--- config.mk ---
export PLATFORM = sky130hd
export DESIGN_NAME = flash_guard
export DESIGN_NICKNAME = d
export VERILOG_FILES = /design/src/rtl/fg_pkg.sv /design/src/rtl/fg_regs.sv /design/src/rtl/fg_protect.sv /design/src/rtl/fg_mode.sv /design/src/rtl/flash_guard.sv
export SDC_FILE = /design/constraint.sdc
export NUM_CORES = 1
export LEC_CHECK = 0
export BUFFER_PORTS_ARGS = -buffer_cell sky130_fd_sc_hd__clkbuf_2
export CAP_MARGIN = 20
export CORE_AREA = 3 3 54 56
export DETAILED_ROUTE_END_ITERATION = 10
export DIE_AREA = 0 0 57 59
export GPL_TIMING_DRIVEN = 1
export PLACE_DENSITY = 0.6
export SYNTH_ARGS = -nofsm -noshare
export SYNTH_HDL_FRONTEND = slang
export SYNTH_SLANG_ARGS = --single-unit
--- constraint.sdc ---
create_clock -name clk -period 1.3 [get_ports clk]
set_input_delay 0.13 -clock clk [delete_from_list [all_inputs] [get_ports clk]]
set_output_delay 0.13 -clock clk [all_outputs]
set_load 0.1 [all_outputs]
--- src/rtl/fg_pkg.sv ---
// Shared constants and types for the flash protection controller.
// Assumes an 8-bit register bus with a control register at address 0
// followed by the erase-block select registers.
package fg_pkg;
    localparam int DW        = 8;              // bus data width
    localparam int NBR       = 2;              // number of block registers
    localparam int NREG      = NBR + 2;        // control + blocks + one spare read slot
    localparam int AW        = $clog2(NREG);   // address width
    localparam int CTRL_W    = 3;              // implemented control bits
    localparam int BIT_PRG   = 0;
    localparam int BIT_ERS   = 1;
    localparam int BIT_SWEN  = 2;

    typedef enum logic [1:0] {
        MODE_IDLE  = 2'b00,
        MODE_PROG  = 2'b01,
        MODE_ERASE = 2'b10
    } fg_mode_e;
endpackage

--- src/rtl/fg_regs.sv ---
// Register file: control register plus NBR erase-block registers.
// Assumes a synchronous active-low reset; hw_clr forces every register
// to zero and takes priority over a bus write in the same cycle.
module fg_regs
    import fg_pkg::*;
(
    input  logic              clk,
    input  logic              rst_n,
    input  logic              hw_clr,
    input  logic              we,
    input  logic [AW-1:0]     addr,
    input  logic [DW-1:0]     wdata,
    output logic [CTRL_W-1:0] ctrl_q,
    output logic [NBR*DW-1:0] blk_flat,
    output logic [DW-1:0]     rdata
);
    logic [DW-1:0] blk_q [NBR];

    // Control register: cleared by reset or hardware protection, else written.
    always_ff @(posedge clk) begin
        if (!rst_n || hw_clr)
            ctrl_q <= '0;
        else if (we && addr == AW'(0))
            ctrl_q <= wdata[CTRL_W-1:0];
    end

    for (genvar g = 0; g < NBR; g++) begin : g_blk
        // Block register g: same clear rule, written at address g+1.
        always_ff @(posedge clk) begin
            if (!rst_n || hw_clr)
                blk_q[g] <= '0;
            else if (we && addr == AW'(g + 1))
                blk_q[g] <= wdata;
        end
        assign blk_flat[g*DW +: DW] = blk_q[g];
    end

    // Read mux: addressed register, zero for unmapped slots.
    always_comb begin
        rdata = '0;
        if (addr == AW'(0))
            rdata[CTRL_W-1:0] = ctrl_q;
        for (int i = 0; i < NBR; i++) begin
            if (addr == AW'(i + 1))
                rdata = blk_q[i];
        end
    end
endmodule

--- src/rtl/fg_protect.sv ---
// Protection evaluator: reduces system conditions and the software-enable
// bit to a hardware-active flag, a software-active flag and the status.
// Purely combinational; assumes all inputs are synchronous to clk.
module fg_protect (
    input  logic rst_n,
    input  logic wdt_rst,
    input  logic standby,
    input  logic wr_en_pin,
    input  logic ram_emu,
    input  logic swen,
    output logic hw_clr,
    output logic hw_act,
    output logic sw_act,
    output logic prot
);
    // Conditions that clear registers (reset handled inside the registers).
    assign hw_clr = wdt_rst || standby || !wr_en_pin;
    // Any hardware lockout, reset included.
    assign hw_act = hw_clr || !rst_n;
    // Software lockout leaves registers intact.
    assign sw_act = !swen || ram_emu;
    assign prot   = hw_act || sw_act;
endmodule

--- src/rtl/fg_mode.sv ---
// Mode decision: grants program or erase only when no lockout is active,
// the request is unambiguous and, for erase, a block is selected.
// Combinational so that a hardware condition idles the mode at once.
module fg_mode
    import fg_pkg::*;
(
    input  logic     hw_act,
    input  logic     sw_act,
    input  logic     prg,
    input  logic     ers,
    input  logic     blk_any,
    output fg_mode_e mode
);
    // Priority: lockouts, then invalid request, then program, then erase.
    always_comb begin
        mode = MODE_IDLE;
        if (!hw_act && !sw_act && !(prg && ers)) begin
            if (prg)
                mode = MODE_PROG;
            else if (ers && blk_any)
                mode = MODE_ERASE;
        end
    end
endmodule

--- src/rtl/flash_guard.sv ---
// Top of the flash program/erase protection controller.
// Assumes synchronous inputs and a synchronous active-low reset.
module flash_guard
    import fg_pkg::*;
(
    input  logic          clk,
    input  logic          rst_n,
    input  logic          wdt_rst,
    input  logic          standby,
    input  logic          wr_en_pin,
    input  logic          ram_emu,
    input  logic          bus_we,
    input  logic [AW-1:0] bus_addr,
    input  logic [DW-1:0] bus_wdata,
    output logic [DW-1:0] bus_rdata,
    output logic [1:0]    mode_o,
    output logic          protected_o
);
    logic [CTRL_W-1:0] ctrl_q;
    logic [NBR*DW-1:0] blk_flat;
    logic              hw_clr, hw_act, sw_act;
    fg_mode_e          mode;

    fg_regs u_regs (
        .clk      (clk),
        .rst_n    (rst_n),
        .hw_clr   (hw_clr),
        .we       (bus_we),
        .addr     (bus_addr),
        .wdata    (bus_wdata),
        .ctrl_q   (ctrl_q),
        .blk_flat (blk_flat),
        .rdata    (bus_rdata)
    );

    fg_protect u_prot (
        .rst_n     (rst_n),
        .wdt_rst   (wdt_rst),
        .standby   (standby),
        .wr_en_pin (wr_en_pin),
        .ram_emu   (ram_emu),
        .swen      (ctrl_q[BIT_SWEN]),
        .hw_clr    (hw_clr),
        .hw_act    (hw_act),
        .sw_act    (sw_act),
        .prot      (protected_o)
    );

    fg_mode u_mode (
        .hw_act  (hw_act),
        .sw_act  (sw_act),
        .prg     (ctrl_q[BIT_PRG]),
        .ers     (ctrl_q[BIT_ERS]),
        .blk_any (|blk_flat),
        .mode    (mode)
    );

    assign mode_o = mode;
endmodule

# Word-level counts from Yosys, hierarchy flattened
# Memories as Yosys holds them, arrays and structs flattened.
# Cells that the tools add are included.
# W data, S select, Z words.
[classes]
add_sub_neg = 0
multipliers = 0
div = 0
order_cmp = 0
eq_ne = 2
n_shift = 0
mux = 16
bitwise_logic = 2
n_reduce_logical = 20
[op_table]
columns = ["operator", "n"]
rows = [
  ["$mux W8", 4],
  ["$reduce_or A16 Y1", 1],
  ["$mux W1", 8],
  ["$logic_and A1 B1 Y1", 7],
  ["$logic_not A1 Y1", 6],
  ["$mux W2", 3],
  ["$logic_or A1 B1 Y1", 5],
  ["$mux W3", 1],
  ["$eq A2 B1 Y1 const B", 1],
  ["$eq A2 B2 Y1 const B", 1],
  ["$logic_not A2 Y1", 1],
  ["$or A1 B1 Y1", 2],
]
[word_totals]
reg_bits = 3
latch_bits = 0
mem_bits_rw = 16
rom_bits = 0
inputBits = 17
word_cells = 42
mem_count = 1
[memory_table]
columns = ["memory", "words", "width", "rd", "rd_clocked_by_memory_dff", "wr", "line", "text"]
rows = [
  ["u_regs.blk_q", 2, 8, 2, 0, 2, "fg_regs.sv:17", "logic [DW-1:0] blk_q [NBR];"],
]

# Logic depth before layout (Yosys ltp)
# Gate-level depths: netlist of the first run.
[depth]
ltp_word = 7
depth_mapped = 5
depth_no_buf = 3

# Hierarchy
# From an unflattened synthesis of the first run, not the netlist that was laid out.
[unflattened]
cells_unflattened = 92
area_unflattened_um2 = 1019.7
[by_module_without_submodules]
columns = ["module", "n_inst", "cells_per_inst", "area_per_inst_um2"]
rows = [
  ["fg_regs", 1, 78, 927.1],
  ["fg_mode", 1, 3, 31.3],
  ["flash_guard", 1, 5, 31.3],
  ["fg_protect", 1, 6, 30.0],
]

# Worst setup path before layout of the first run
# OpenSTA, ideal clock, no wires.
[synth_timing]
path_kind = "input-to-output"
start = "input port wdt_rst"
end = "output port mode_o[0]"
arrival_ns = 3.143
path_slack_ns = -1.973
cell_stages = 4
path_buffers = 1
path_cell_list = "and4bb_2 buf_6 nand3b_4 nor3b_1"
[synth_via]
elab_chain_cells = 7
[synth_rtl]
columns = ["item", "line", "text"]
rows = [
  ["from (decl)", "flash_guard.sv:8", "input logic wdt_rst,"],
  ["$logic_or A1 B1 Y1 (2 in series)", "fg_protect.sv:17", "assign hw_clr = wdt_rst || standby || !wr_en_pin;"],
  ["$logic_or A1 B1 Y1", "fg_protect.sv:19", "assign hw_act = hw_clr || !rst_n;"],
  ["$logic_not A1 Y1", "fg_mode.sv:17", "if (!hw_act && !sw_act && !(prg && ers)) begin"],
  ["$logic_and A1 B1 Y1 (2 in series)", "fg_mode.sv:17", ""],
  ["$mux W2", "fg_mode.sv:17", ""],
  ["to (decl)", "flash_guard.sv:16", "output logic [1:0] mode_o,"],
]
# No other way between the ends.

==> impl_metrics.ini, run 1 <==
[status]
status = finished with violations
violated_checks = setup timing

[finish]
sequential_cell_area_um2 = 547
multi_input_combinational_cell_area_um2 = 498
mostFrequentLayoutCells = clkbuf_2 (16), edfxtp_1 (16), nor2_1 (15)
final_nets = 138
n_fill_cell = 211
final_area_mm2 = 0.00149
final-instance-count-excl-fill = 150
layout-drive-gt1-share_pct = 51.7
area_growth_syn_to_layout_pct = 54.9
final_design_utilization_pct = 60.1
number_of_antenna_diodes = 0

[detailed_routing]
firstDrtPassIters = 4
violation_count_after_the_first_detailed_routing_iteration = 11
routedWlPerCell_um = 13.5
via_count = 761
drt.antenna.violating_nets = 0
wirelength_um = 2020
detail_route.vias_per_cell = 5.07
drc_errors = 0

[min_path]
hold_class = in -> reg
hold_path_depth = 3

[critical_path]
worst_r2r_path_depth = 2
worstSetupStartpointType = register
path_class = reg -> out
crit_path_max_fanout = 2
crit_path_end_kind = output pin
critPathArrivalTime_ns = 1.53
worst_ep_required_time_ns = 1.17

[floorplanning]
die_width_um = 57
rows = 18
floorplan.initialDensity_pct = 38.8
dieArea_mm2 = 0.00336
pin_count = 28
die_h_um = 59
core_area_mm2 = 0.00248

[grt]
grt_max_degree = 12
via_count_of_the_first_global_routing_pass = 753
global_route.usage.total_pct = 12.8
gr-total-overflow = 0
wire_length_of_the_first_global_routing_pass_um = 3310
grt_antenna_before_repair = 0

[placed_design]
inst_count_dp = 144
gpl.final_weighted_congestion = 0.805
placed_cell_area_mm2 = 0.00140
portBuffers = 27
hpwlAfterDp_um = 1620

[yosys]
synthDistinctLibCells = 21
synth_nets = 99
post_synth_edffs = 16
ffs_w_async_s_r_synth_pct = 0
synth_seq_cells = 19
synth_top_cell_area_share_pct = 50.0
synth_top_area_cell = edfxtp_1
synth_sequential_area_ratio_pct = 56.3
synthesis.yosys.warnings = 0
synth_area_per_cell_um2 = 11.7
synth_cells = 82
syn_area_um2 = 961
synth_area_leaders = edfxtp_1 (50%), dfxtp_1 (6.3%), mux2i_1 (6.3%), nor2_1 (5.9%), a22o_1 (4.6%)
ys.flop_type = edfxtp_1

[clocking]
clock_path_buffers = 2
cts_hold_repair.buffers = 0
clock_insertion_delay_worst_skew_ns = 0.29
cts_buffers = 3
clk_root_buffer_cell = clkbuf_4
clock_tree_from_tritoncts = built
sink_count = 19
cts.reportedPaths.clkPinSlew_ns = 0.10
clock_tree.htree_level_count = 1

[power_and_ir_drop]
power.leakage_nw = 0.606
power_mw = 1.15
ir_worst_vdd_v = 0.000552
power.density_mw_per_mm2 = 770

[timing]
timing_hold_violations_final = 0
post_layout_worst_setup_margin_ns = -0.357
slew_violations = 0
rsz0062_at_grt = true
fin_worst_hold_slack_ns = 0.105
period_minus_slack_ns = 1.66
period_share_pct = 127
tightest_slew_ns = 0.406
achievable-frequency_mhz = 603
clock-skew-final_ns = 0
setup_violations = 7
relSlewSlack_pct = 72.9

[flow_run]
maxCapViolCount = 0
## where the power goes
part	internal (mW)	total (mW)	switching, mW
registers	0.667	0.679	0.0117
clock network	0.115	0.282	0.168
logic	0.0836	0.186	0.102
## worst paths after layout
check	endpoint	slack, ns	from
hold reg to reg	u_regs.ctrl_q[0]	0.57	u_regs.ctrl_q[0]
setup reg to reg	u_regs.ctrl_q[2]	0.62	u_regs.ctrl_q[2]
hold / removal	u_regs.ctrl_q[1]	0.11	bus_wdata[1]
setup / recovery	mode_o[1]	-0.36	u_regs.blk_q[0][6]
## cell type report
class | instances | share of cell area [%]
clock inverter | 1 | 0.336
tap | 30 | 2.52
clock buffer | 3 | 1.51
sequential | 19 | 36.7
timing repair buffer | 37 | 25.5
multi-input combinational | 60 | 33.4
## synthesized netlist by cell type, types with 2 or more instances
cell type / n
nand2_1: 10
dfxtp_1: 3
nor4_1: 4
a22o_1: 5
and2_1: 6
nor2b_1: 2
edfxtp_1: 16
o21ai_0: 3
mux2i_1: 6
nor2_1: 15
nand3b_1: 2
## registers in the layout, indices dropped and copies added (netlist names)
name / count
u_regs.blk_q: 16
u_regs.ctrl_q: 3
## worst max-delay path, stage by stage (launching register included)
cell	delay [ns]
edfxtp_1	0.43
nor4_2	0.29
and4_1	0.28
nor4b_4	0.07
buf_12	0.16
## what timing repair did
action                     CTS  global route
gates cloned                 0             0
gates resized for setup      7             5
setup endpoints to repair    6            10
pin swaps                    3             3
buffers inserted             0             2
## stage by stage
step / setup TNS [ns] / worst slack, ns
final: -0.690 / -0.357
after global routing: -1.20 / -0.440
after CTS: -0.504 / -0.376
after detailed placement: -0.0610 / -0.0610
after global placement: -0.0706 / -0.0706
after floorplan: -1.45 / -0.832
## logic make-up (layout without fill, tap and decap cells)
group	after synthesis	count (layout)	synth area share, %
muxes	6	6	6.25
buffers and inverters	3	41	2.47
AOI/OAI and AO/OA	8	8	6.12
DFF	19	19	56.3
and+or+nand+nor	46	46	28.9
## per-layer routing
metal | vias to the layer above | GRT usage (%) | share of wire, %
met1 | 354 | 16.1 | 44
li1 | 379 | - | -
met5 | - | 0 | 0
met4 | 0 | 6.95 | 2.3
met3 | 5 | 1.53 | 4.2
met2 | 23 | 21.7 | 50
No activity file was read; power rests on OpenSTA's default activity.
==> inputs of run 2 (changes only) <==
--- a/config.mk
+++ b/config.mk
@@ -5,13 +5,14 @@
 export SDC_FILE = /design/constraint.sdc
 export NUM_CORES = 1
 export LEC_CHECK = 0
+export ABC_AREA = 1
 export BUFFER_PORTS_ARGS = -buffer_cell sky130_fd_sc_hd__clkbuf_2
 export CAP_MARGIN = 20
 export CORE_AREA = 3 3 54 56
 export DETAILED_ROUTE_END_ITERATION = 10
 export DIE_AREA = 0 0 57 59
 export GPL_TIMING_DRIVEN = 1
-export PLACE_DENSITY = 0.6
+export PLACE_DENSITY = 0.61
 export SYNTH_ARGS = -nofsm -noshare
 export SYNTH_HDL_FRONTEND = slang
 export SYNTH_SLANG_ARGS = --single-unit
==> impl_metrics.ini, run 2 <==
[yosys]
synth_area_per_cell_um2 = 8.88
synth_area_leaders = edfxtp_1 (50%), nor2_1 (14%), nand2_1 (7.8%), dfxtp_1 (6.2%), inv_1 (5.0%)
ys.flop_type = edfxtp_1
synth_seq_cells = 19
ffs_w_async_s_r_synth_pct = 0
synth_top_area_cell = edfxtp_1
synth_nets = 126
yosys.cell_count.top_type = nor2_1
synth_cells = 109
synth_sequential_area_ratio_pct = 55.8
synthDistinctLibCells = 14
synth_top_cell_area_share_pct = 49.6
syn_area_um2 = 968
synthesis.yosys.warnings = 0
synth_common_cells = nor2_1 (36), nand2_1 (20), edfxtp_1 (16)
post_synth_edffs = 16

[finish]
number_of_antenna_diodes = 0
largest_register = u_regs.blk_q
final_common_cell = nor2_1
mostFrequentLayoutCells = nor2_1 (30), nand2_1 (19), clkbuf_2 (16), edfxtp_1 (16)
layout-drive-gt1-share_pct = 38.9
layout_top_registers = u_regs.blk_q: 16 flops, u_regs.ctrl_q: 3 flops
final_design_utilization_pct = 57.3
n_fill_cell = 225
largest_register_ffs = 16
area_growth_syn_to_layout_pct = 46.6
final_nets = 162

[clocking]
clk_root_buffer_cell = clkbuf_4
cts.reportedPaths.clkPinSlew_ns = 0.11
cts_buffers = 3
clock_tree_from_tritoncts = built
clock_tree.htree_level_count = 1
clock_insertion_delay_worst_skew_ns = 0.30
clock_path_buffers = 2
sink_count = 19

[grt]
grt_antenna_before_repair = 0
gr-total-overflow = 0
via_count_of_the_first_global_routing_pass = 829
grtUsageMet3_pct = 2.61
wire_length_of_the_first_global_routing_pass_um = 3520
grt_use_met1_pct = 15.7
global_route.usage.total_pct = 13.7
top_usage_layer = met2
grt_max_degree = 12
grt_use_met2_pct = 25.4

[timing]
post_layout_worst_setup_margin_ns = -0.123
tightest_slew_ns = 0.365
fin_setup_tns_ns = -0.177
setup_violations = 4
achievable-frequency_mhz = 703
period_share_pct = 109
relSlewSlack_pct = 75.6
period_minus_slack_ns = 1.42
slew_violations = 0
rsz0062_at_grt = true
clock-skew-final_ns = 0
timing_hold_violations_final = 0
fin_worst_hold_slack_ns = 0.107

[min_path]
hold_class = in -> reg

[detailed_routing]
detail_route.vias_per_cell = 4.84
violation_count_after_the_first_detailed_routing_iteration = 27
via_count = 842
drt.antenna.violating_nets = 0
drc_errors = 0
routedWlPerCell_um = 11.8
wirelength_um = 2060
firstDrtPassIters = 4

[critical_path]
crit_path_end_kind = output pin
crit_path_max_fanout = 2
critPathArrivalTime_ns = 1.29
worst_ep_required_time_ns = 1.17
path_class = reg -> out
worstSetupStartpointType = register

[power_and_ir_drop]
power.leakage_nw = 0.641
clockPowerShare_pct = 25.9
power.net_switching_uw = 311
power.share.switching_pct = 26.8
cell_internal_pwr_uw = 849
power_mw = 1.16
power.density_mw_per_mm2 = 817
combinationalPowerShare_pct = 15.8
ir_worst_vdd_v = 0.000657
share_seq_of_total_power_pct = 58.3

[floorplanning]
floorplan.initialDensity_pct = 39.1
dieArea_mm2 = 0.00336
die_h_um = 59
pin_count = 28
rows = 18
core_area_mm2 = 0.00248
die_width_um = 57

[placed_design]
hpwlAfterDp_um = 1630
portBuffers = 27
gpl.final_weighted_congestion = 0.775

[status]
status = finished with violations
violated_checks = setup timing

[flow_run]
maxCapViolCount = 0
## run 2: changes by cell type after synthesis, moves of 3 or more
cell     delta
nand2_1    +10
mux2i_1     -6
nor2_1     +21
and2_1      -6
nor4_1      -4
nor2_4      +3
inv_1      +13
## run 2: final timing paths
kind / end / slack [ns] / from / depth (start not counted)
hold / removal: u_regs.ctrl_q[0] / 0.11 / bus_wdata[0] / 3
setup / recovery: mode_o[1] / -0.12 / u_regs.blk_q[1][0] / 5
hold reg to reg: u_regs.ctrl_q[2] / 0.51 / u_regs.ctrl_q[2] / 2
setup reg to reg: u_regs.ctrl_q[0] / 0.67 / u_regs.ctrl_q[0] / 2
## run 2: final cells by class
| class | count | area, um^2 | area share [%] |
|---|---|---|---|
| clock inverters | 1 | 5.00 | 0.352 |
| multi-input cells | 74 | 422 | 29.7 |
| repair buffers | 31 | 330 | 23.3 |
| flip-flops and latches | 19 | 543 | 38.2 |
| clock buffers | 3 | 22.5 | 1.59 |
| inverters | 16 | 60.1 | 4.23 |
| well taps | 30 | 37.5 | 2.64 |
## run 2: metrics by stage
step | cell area (um^2) | instances | setup slack, ns
after detailed placement | 1360 | 170 | 0.0243
after floorplan | 995 | 109 | -0.639
after CTS | 1410 | 174 | -0.143
after global placement | 1360 | 170 | 0.0570
final | 1420 | 174 | -0.123
after global routing | 1420 | 174 | -0.216
## run 2: power by group through the flow
stage / Sequential [mW] / Combinational (mW) / Clock, mW
final: 0.676 / 0.183 / 0.300
after global routing: 0.678 / 0.199 / 0.339
after CTS: 0.676 / 0.184 / 0.313
after detailed placement: 0.690 / 0.178 / 0
after global placement: 0.689 / 0.177 / 0
after floorplan: 0.688 / 0.104 / 0
## run 2: cells by family after synthesis
family,share of synthesized area (%)
AO/OA/AOI/OAI,8.14
AND/OR/NAND/NOR,29.8
buffers and inverters,6.20
flip-flops,55.8
## run 2: worst max-delay path, stage by stage, from the launching register on
cell	delay, ns
edfxtp_1	0.41
nor2_2	0.13
nand2_1	0.07
nor2_2	0.13
a21oi_4	0.08
buf_12	0.17
## run 2: routing by layer
layer  part of all wire [%]  wire, um
met1                     40       825
met2                     56      1140
met3                    3.2        66
met4                    1.2        24
met5                      0         0
## run 2: repair_timing
item,4_1_cts,5_1_grt
setup buffers,0,0
setup endpoints to repair,4,9
resized for setup,6,2
hold buffers,0,0
pin swaps,6,5
==> inputs of run 3 (changes only) <==
--- a/config.mk
+++ b/config.mk
@@ -13,6 +13,7 @@
 export DIE_AREA = 0 0 57 59
 export GPL_TIMING_DRIVEN = 1
 export PLACE_DENSITY = 0.61
+export SKIP_CTS_REPAIR_TIMING = 1
 export SYNTH_ARGS = -nofsm -noshare
 export SYNTH_HDL_FRONTEND = slang
 export SYNTH_SLANG_ARGS = --single-unit
==> impl_metrics.ini, run 3 (same netlist as run 2, synthesis figures left out) <==
[critical_path]
worstPathCellList = nor2_1, nand2_1, nor2_2, a21oi_4, buf_12
path_class = reg -> out
critical_path.reg2reg.endpoint = u_regs.ctrl_q[0]
worstSetupStartpointType = register
cp_slowest_stage_delay_ns = 0.41
worst_ep_required_time_ns = 1.17
crit_path_max_fanout = 2
crit_path_top_delay_cell = edfxtp_1
cp-startpoint = u_regs.blk_q[0][4]
register_to_register_setup_slack_ns = 0.67
worst_r2r_path_depth = 2
crit_path_end_kind = output pin
critPathArrivalTime_ns = 1.30
reg2reg_from = u_regs.ctrl_q[0]
critPathCapture = mode_o[1]

[timing]
post_layout_worst_setup_margin_ns = -0.132
period_share_pct = 110
period_minus_slack_ns = 1.43
achievable-frequency_mhz = 698
rsz0062_at_grt = true
clock-skew-final_ns = 0
relSlewSlack_pct = 75.6
timing_hold_violations_final = 0
setup_violations = 4
slew_violations = 0
tightest_slew_ns = 0.365

[finish]
final_common_cell = nor2_1
layout_top_registers = u_regs.blk_q: 16 flops, u_regs.ctrl_q: 3 flops
layout-drive-gt1-share_pct = 38.9
final_area_mm2 = 0.00142
final-instance-count-excl-fill = 174
final_nets = 162
largest_register = u_regs.blk_q
mostFrequentLayoutCells = nor2_1 (30), nand2_1 (19), clkbuf_2 (16), edfxtp_1 (16)
area_growth_syn_to_layout_pct = 46.6
largest_register_ffs = 16
number_of_antenna_diodes = 0
final_design_utilization_pct = 57.3
n_fill_cell = 225

[power_and_ir_drop]
clockPowerShare_pct = 26.1
ir_worst_vdd_v = 0.000655
share_seq_of_total_power_pct = 58.1
cell_internal_pwr_uw = 849
power.share.switching_pct = 27.0
power.net_switching_uw = 314
combinationalPowerShare_pct = 15.8
power.density_mw_per_mm2 = 819
power.leakage_nw = 0.641

[clocking]
clock_tree.htree_level_count = 1
clock_insertion_delay_worst_skew_ns = 0.30
sink_count = 19
clock_tree_from_tritoncts = built
clock_path_buffers = 2
cts.reportedPaths.clkPinSlew_ns = 0.11
clk_root_buffer_cell = clkbuf_4
cts_buffers = 3

[detailed_routing]
drt.antenna.violating_nets = 0
violation_count_after_the_first_detailed_routing_iteration = 27
wirelength_um = 2080
firstDrtPassIters = 4
detail_route.vias_per_cell = 4.84
drc_errors = 0
routedWlPerCell_um = 11.9
via_count = 843

[grt]
grt_use_met2_pct = 23.8
grt_max_degree = 12
top_usage_layer = met2
wire_length_of_the_first_global_routing_pass_um = 3420
global_route.usage.total_pct = 13.3
gr-total-overflow = 0
via_count_of_the_first_global_routing_pass = 807
grt_antenna_before_repair = 0
grt_use_met1_pct = 15.8
grtUsageMet3_pct = 2.61

[floorplanning]
core_area_mm2 = 0.00248
die_h_um = 59
dieArea_mm2 = 0.00336
die_width_um = 57
pin_count = 28
floorplan.initialDensity_pct = 39.1
rows = 18

[placed_design]
hpwlAfterDp_um = 1630
inst_count_dp = 170
placed_cell_area_mm2 = 0.00136
gpl.final_weighted_congestion = 0.775
portBuffers = 27

[status]
status = finished with violations
violated_checks = setup timing

[flow_run]
maxCapViolCount = 0

[min_path]
min-delay-start = bus_wdata[0]
hold_class = in -> reg
run 3: cell counts in the layout (fill, tap and decap cells not counted):
No cell type changed its count.
run 3: worst min path at each step:
| stage | endpoint | cells past startpoint |
|---|---|---|
| 5_1_grt | u_regs.ctrl_q[0] | 3 |
| 3_3_place_gp | u_regs.ctrl_q[0] | 3 |
| 6_report | u_regs.ctrl_q[0] | 3 |
| 2_1_floorplan | u_regs.ctrl_q[1] | 2 |
| 3_5_place_dp | u_regs.ctrl_q[0] | 3 |
| 4_1_cts | u_regs.ctrl_q[0] | 3 |
run 3: power groups by stage:
| stage | combinational [mW] | sequential, mW | clock (mW) |
|---|---|---|---|
| detailed placement | 0.178 | 0.690 | 0 |
| global route | 0.200 | 0.678 | 0.339 |
| CTS | 0.179 | 0.676 | 0.313 |
| floorplan | 0.104 | 0.688 | 0 |
| global placement | 0.177 | 0.689 | 0 |
| finish | 0.183 | 0.676 | 0.303 |
run 3: cell type report:
type | instances | area, um^2 | share of cell area, %
Clock buffer | 3 | 22.5 | 1.59
Clock inverter | 1 | 5.00 | 0.352
Timing Repair Buffer | 31 | 330 | 23.3
Sequential cell | 19 | 543 | 38.2
Multi-Input combinational cell | 74 | 422 | 29.7
Inverter | 16 | 60.1 | 4.23
Tap cell | 30 | 37.5 | 2.64
run 3: through the flow:
step / TNS [ns] / setup slack (ns) / hold WS [ns] / total power, mW
finish: -0.194 / -0.132 / 0.103 / 1.16
detailed placement: 0 / 0.0243 / 0.418 / 0.868
global placement: 0 / 0.0570 / 0.418 / 0.866
floorplan: -1.57 / -0.639 / 0.294 / 0.792
global route: -0.483 / -0.208 / 0.112 / 1.22
CTS: -0.388 / -0.219 / 0.0985 / 1.17
run 3: critical path: cells and delay by family (launching register included):
kind | cells | cell delay [ns]
AND/OR/NAND/NOR | 3 | 0.36
flip-flops | 1 | 0.41
AO/OA/AOI/OAI | 1 | 0.08
buffers and inverters | 1 | 0.17
run 3: routing by layer:
layer | vias to the layer above | routed length (um)
met5 | - | 0
met4 | 0 | 32
met3 | 5 | 68
met2 | 13 | 1110
met1 | 406 | 862
li1 | 419 | -
